===== src/rtl/ptw_pkg.sv =====
package ptw_pkg;

  typedef enum logic [2:0] {
    ST_IDLE  = 3'd0,
    ST_DIR   = 3'd1,
    ST_TBL   = 3'd2,
    ST_DONE  = 3'd3,
    ST_FAULT = 3'd4
  } walk_state_e;

endpackage


===== src/rtl/ptw_entry_addr.sv =====
module ptw_entry_addr #(
  parameter int ADDR_W = 32,
  parameter int OFS_W  = 12,
  parameter int IDX_W  = 10
) (
  input  logic [ADDR_W-OFS_W-1:0] pfn,
  input  logic [IDX_W-1:0]        idx,
  output logic [ADDR_W-1:0]       slot_addr
);
  localparam int PAD_W = OFS_W - IDX_W - 2;

  generate
    if (PAD_W == 0) begin : g_tight
      assign slot_addr = {pfn, idx, 2'b00};
    end else begin : g_padded
      assign slot_addr = {pfn, {PAD_W{1'b0}}, idx, 2'b00};
    end
  endgenerate
endmodule


===== src/rtl/ptw_req_capture.sv =====
module ptw_req_capture #(
  parameter int ADDR_W = 32
) (
  input  logic              clk,
  input  logic              rst,
  input  logic              load,
  input  logic [ADDR_W-1:0] vaddr_in,
  output logic [ADDR_W-1:0] vaddr_q
);
  always_ff @(posedge clk) begin
    if (rst) begin
      vaddr_q <= '0;
    end else if (load) begin
      vaddr_q <= vaddr_in;
    end
  end
endmodule


===== src/rtl/ptw_seq.sv =====
module ptw_seq
  import ptw_pkg::*;
#(
  parameter int ADDR_W = 32
) (
  input  logic              clk,
  input  logic              rst,
  input  logic              req_valid,
  input  logic              mem_rd_data_valid,
  input  logic              entry_present,
  input  logic [ADDR_W-1:0] dir_slot_addr,
  input  logic [ADDR_W-1:0] tbl_slot_addr,
  input  logic [ADDR_W-1:0] frame_addr,
  output logic              accept,
  output logic              req_ready,
  output logic              mem_rd_req,
  output logic [ADDR_W-1:0] mem_rd_addr,
  output logic              rsp_valid,
  output logic              rsp_fault,
  output logic [ADDR_W-1:0] rsp_paddr
);
  walk_state_e state_q, state_d;
  logic        dir_hit, tbl_hit;

  assign accept  = req_valid && (state_q == ST_IDLE);
  assign dir_hit = (state_q == ST_DIR) && mem_rd_data_valid;
  assign tbl_hit = (state_q == ST_TBL) && mem_rd_data_valid;

  always_comb begin
    state_d = state_q;
    case (state_q)
      ST_IDLE:  if (accept)  state_d = ST_DIR;
      ST_DIR:   if (dir_hit) state_d = entry_present ? ST_TBL  : ST_FAULT;
      ST_TBL:   if (tbl_hit) state_d = entry_present ? ST_DONE : ST_FAULT;
      ST_DONE:  state_d = ST_IDLE;
      ST_FAULT: state_d = ST_IDLE;
      default:  state_d = ST_IDLE;
    endcase
  end

  always_ff @(posedge clk) begin
    if (rst) begin
      state_q     <= ST_IDLE;
      req_ready   <= 1'b1;
      mem_rd_req  <= 1'b0;
      mem_rd_addr <= '0;
      rsp_valid   <= 1'b0;
      rsp_fault   <= 1'b0;
      rsp_paddr   <= '0;
    end else begin
      state_q    <= state_d;
      req_ready  <= (state_d == ST_IDLE);
      mem_rd_req <= (state_d == ST_DIR) || (state_d == ST_TBL);
      rsp_valid  <= (state_d == ST_DONE) || (state_d == ST_FAULT);
      rsp_fault  <= (state_d == ST_FAULT);
      if (accept) begin
        mem_rd_addr <= dir_slot_addr;
      end else if (dir_hit && entry_present) begin
        mem_rd_addr <= tbl_slot_addr;
      end
      if (tbl_hit && entry_present) begin
        rsp_paddr <= frame_addr;
      end
    end
  end
endmodule


===== src/rtl/ptw_walker.sv =====
module ptw_walker #(
  parameter int ADDR_W      = 32,
  parameter int DIR_W       = 10,
  parameter int TBL_W       = 10,
  parameter int PRESENT_BIT = 0
) (
  input  logic              clk,
  input  logic              rst,
  input  logic [ADDR_W-1:0] dir_base,
  input  logic              req_valid,
  output logic              req_ready,
  input  logic [ADDR_W-1:0] req_vaddr,
  output logic              mem_rd_req,
  output logic [ADDR_W-1:0] mem_rd_addr,
  input  logic              mem_rd_data_valid,
  input  logic [ADDR_W-1:0] mem_rd_data,
  output logic              rsp_valid,
  output logic              rsp_fault,
  output logic [ADDR_W-1:0] rsp_paddr,
  output logic [ADDR_W-1:0] rsp_fault_addr
);
  localparam int OFS_W = ADDR_W - DIR_W - TBL_W;
  localparam int PFN_W = ADDR_W - OFS_W;

  logic              accept;
  logic [ADDR_W-1:0] va_q;
  logic [ADDR_W-1:0] dir_slot_addr;
  logic [ADDR_W-1:0] tbl_slot_addr;
  logic [ADDR_W-1:0] frame_addr;
  logic              unused_low_bits;

  assign unused_low_bits = ^{dir_base[OFS_W-1:0], mem_rd_data[OFS_W-1:0]};

  ptw_req_capture #(.ADDR_W(ADDR_W)) cap_i (
    .clk      (clk),
    .rst      (rst),
    .load     (accept),
    .vaddr_in (req_vaddr),
    .vaddr_q  (va_q)
  );

  ptw_entry_addr #(.ADDR_W(ADDR_W), .OFS_W(OFS_W), .IDX_W(DIR_W)) dir_slot_i (
    .pfn       (dir_base[ADDR_W-1 -: PFN_W]),
    .idx       (req_vaddr[ADDR_W-1 -: DIR_W]),
    .slot_addr (dir_slot_addr)
  );

  ptw_entry_addr #(.ADDR_W(ADDR_W), .OFS_W(OFS_W), .IDX_W(TBL_W)) tbl_slot_i (
    .pfn       (mem_rd_data[ADDR_W-1 -: PFN_W]),
    .idx       (va_q[OFS_W +: TBL_W]),
    .slot_addr (tbl_slot_addr)
  );

  assign frame_addr = {mem_rd_data[ADDR_W-1 -: PFN_W], va_q[OFS_W-1:0]};

  ptw_seq #(.ADDR_W(ADDR_W)) seq_i (
    .clk               (clk),
    .rst               (rst),
    .req_valid         (req_valid),
    .mem_rd_data_valid (mem_rd_data_valid),
    .entry_present     (mem_rd_data[PRESENT_BIT]),
    .dir_slot_addr     (dir_slot_addr),
    .tbl_slot_addr     (tbl_slot_addr),
    .frame_addr        (frame_addr),
    .accept            (accept),
    .req_ready         (req_ready),
    .mem_rd_req        (mem_rd_req),
    .mem_rd_addr       (mem_rd_addr),
    .rsp_valid         (rsp_valid),
    .rsp_fault         (rsp_fault),
    .rsp_paddr         (rsp_paddr)
  );

  assign rsp_fault_addr = va_q;
endmodule


===== config.mk =====
export PLATFORM = sky130hd
export DESIGN_NAME = ptw_walker
export DESIGN_NICKNAME = d
export VERILOG_FILES = /design/src/rtl/ptw_pkg.sv /design/src/rtl/ptw_entry_addr.sv /design/src/rtl/ptw_req_capture.sv /design/src/rtl/ptw_seq.sv /design/src/rtl/ptw_walker.sv
export SDC_FILE = /design/constraint.sdc
export NUM_CORES = 1
export LEC_CHECK = 0
export BUFFER_PORTS_ARGS = -buffer_cell sky130_fd_sc_hd__buf_2
export CAP_MARGIN = 20
export CELL_PAD_IN_SITES_DETAIL_PLACEMENT = 1
export CELL_PAD_IN_SITES_GLOBAL_PLACEMENT = 1
export CORE_AREA = 2 2 124 126
export CTS_CLUSTER_SIZE = 40
export DETAILED_ROUTE_END_ITERATION = 10
export DIE_AREA = 0 0 126 128
export PLACE_DENSITY = 0.77
export SYNTH_ARGS = -nofsm -noshare
export SYNTH_HDL_FRONTEND = slang
export SYNTH_SLANG_ARGS = --single-unit

===== constraint.sdc =====
create_clock -name clk -period 1.3 [get_ports clk]
set_input_delay 0.13 -clock clk [delete_from_list [all_inputs] [get_ports clk]]
set_output_delay 0.13 -clock clk [all_outputs]
set_load 0.01 [all_outputs]

==> flow_summary.yaml <==
power:
  switchingPower_mw: 2.16
  powerDensity_nw_per_um2: 1190
  power_leakage_nw: 2.79
  internal_power_mw: 5.31
  p_clk_share_pct: 33.1
  pwr-share-comb_pct: 21.2
  irDropWorstVdd_v: 0.000589
  seqPwrFrac_pct: 45.6
  p_sw_share_pct: 28.9
  total_power_mw: 7.48
clock_tree:
  cts_buffers: 9
  cts_tree: "yes"
  cts_max_path_buffers: 2
  clock-sinks: 101
  htree_num_levels: 3
  insertion_delay_ps: 340
  ctsRootBufferMaster: "clkbuf_16"
  clkTransAtPathRegs_ps: 70
finish:
  n_antenna_cell: 0
  areaGrowthSynthToFinish_pct: 66.4
  nNetsFinal: 768
  fin_cells: 859
  final_layout_size_suffix_gt1_share_pct: 52.9
floorplanning:
  dieArea_um2: 16100
  fp.dieH_um: 128
  coreArea_um2: 14900
  num_io_pins: 200
  rows: 45
  initial_core_util_pct: 25.3
  die_w_um: 126
placed_design:
  dp.cells: 819
  gp_congestion: 0.847
  dp_slack_ps: -231
  io_buffers: 174
  hpwl_mm: 9.02
timing:
  clock.fmax_mhz: 667
  holdWs_ps: 25.9
  fin_crit_ps: 1500
  hold_viol: 0
  fin_ws_ps: -200
  fin_skew_ps: 5.35
  max_slew_margin_pct: 58.2
  finalSetupTns_ps: -15440
  post-route-period-util_pct: 115
  worst_pin_slew_ps: 627
  rsz0062_at_grt: "true"
  setup_viol: 97
  drv_slew: 0
critical_path:
  path_cells: "buf_4 -> and2b_1 -> a21oi_1 -> or4_4 -> o31ai_2"
  crit_start: "seq_i.state_q[0]$_SDFF_PP0_"
  r2r_cells: 5
  start_kind: "flop"
  cp_slowest_cell: "or4_4"
  worst-path-stages: 5
  crit_path_end_kind: "flop"
  arrival_ps: 1760
  cp_num_buf_inv: 1
  required_ps: 1560
  cpPeakStageDelay_ps: 470
  critical_path.top_delay_family: "simple AND/OR/NAND/NOR gates"
  criticalPathCategory: "flop to flop"
  reg2reg_from: "seq_i.state_q[0]$_SDFF_PP0_"
  cp_max_fo: 5
detailed_routing:
  via_count: 4075
  drtAntennaViolNets: 0
  wirelength_mm: 15.8
  drt-pass1-iter-count: 4
  viasPerCell: 4.74
  wl_per_cell_um: 18.4
  dr.first_iter.drc_count: 122
  drc: 0
min_path:
  hp-class: "input port to flop"
  min_from: "req_vaddr[16]"
  hold_depth: 3
yosys:
  synth_most_common_cell: "nand2_1"
  syn_area_um2: 3770
  synth_ff_type: "dfxtp_1"
  synth_cell_types: 26
  ys_ff_latch: 101
  yosysSeqAreaShare_pct: 53.7
  yosysTopAreaCell: "dfxtp_1"
  synth_area_per_cell_um2: 8.08
  yosysWarnings: 0
  synthTopCellsByArea: "dfxtp_1, nand2_1, a21oi_1"
  synth_common_cells: "nand2_1, dfxtp_1, a21oi_1"
  synthArstFlopShare_pct: 0
  synth_top_area_share_pct: 53.7
  syn_inst: 466
  synth_edf_count: 0
outcome:
  violations: "negative setup slack"
  status: "finished with violations"
flow_run:
  max_cap_violations: 0
global_routing:
  grt_max_degree: 54
  antenna_found_initial: 0
  grt.total_usage_pct: 17.7
  grt_overflow_total: 0
  grt_pass1_wl_mm: 22.0
  grt_pass1_vias: 3924
[placed cells by master, fill, tap and decap left out, drive strengths merged, types with 3 or more instances in the layout]
cell / instances
a21oi: 68
a311oi: 30
buf: 222
clkbuf: 16
dfxtp: 101
inv: 5
nand2: 170
nand2b: 4
nor2: 33
nor3: 3
[cell type report]
cell class                      instances  area, µm²
Timing Repair Buffer                  229       1710
Tap cell                              188        235
Sequential cell                       101       2030
Clock inverter                          4       26.3
Inverter                                4       15.0
Fill cell                            1750       8600
Multi-Input combinational cell        323       2020
Clock buffer                           10        229
[worst paths after layout]
kind | to | slack [ps]
setup / recovery | seq_i.rsp_valid$_SDFF_PP0_ | -200
hold / removal | cap_i.vaddr_q[16]$_SDFFE_PP0P_ | 30
setup reg to reg | seq_i.rsp_valid$_SDFF_PP0_ | -200
hold reg to reg | seq_i.rsp_paddr[13]$_SDFFE_PP0P_ | 450
[tightest hold or removal path, cell delays in order]
cell	delay (ps)
buf_2	100
nand2_1	50
a21oi_1	50
[per-layer routing]
| layer | up-vias | part of all wire (%) | global-route usage [%] |
|---|---|---|---|
| li1 | 1969 | - | - |
| met1 | 1980 | 44 | 23.3 |
| met2 | 113 | 50 | 29.3 |
| met3 | 13 | 5.1 | 3.76 |
| met4 | 0 | 1.0 | 5.43 |
| met5 | - | 0 | 0 |
[flip-flops by register name (all words and copies together) (netlist names)]
register	flops
seq_i.rsp_valid	1
seq_i.req_ready	1
seq_i.mem_rd_addr	30
seq_i.rsp_paddr	32
seq_i.state_q	3
cap_i.vaddr_q	32
seq_i.rsp_fault	1
seq_i.mem_rd_req	1
[kinds of logic after synthesis]
family / Yosys count / share of synthesized area [%]
AO/OA/AOI/OAI: 104 / 17.6
flip-flops: 101 / 53.7
AND/OR/NAND/NOR: 217 / 23.4
other: 1 / 0.0995
buffers and inverters: 43 / 5.25
[power groups by stage]
stage | logic [mW] | registers (mW) | clock network (mW)
CTS | 1.47 | 3.40 | 2.55
global route | 1.71 | 3.43 | 2.68
detailed placement | 1.18 | 3.47 | 0
finish | 1.59 | 3.41 | 2.48
global placement | 1.15 | 3.46 | 0
floorplan | 0.548 | 3.55 | 0
[timing repair]
item | in CTS | in global routing
buffers inserted | 7 | 4
gates cloned | 8 | 7
resized for setup | 27 | 121
setup endpoints to repair | 97 | 99
hold buffers | 0 | 0
pin swaps | 6 | 42
[through the flow]
step	cell area [µm²]	utilization (%)
after detailed placement	5000	33.7
after global placement	5000	33.7
after CTS	5640	37.9
after global routing	6270	42.2
after floorplan	3850	-
final	6270	42.2
Note: power is estimated with default switching activity, not from simulation.
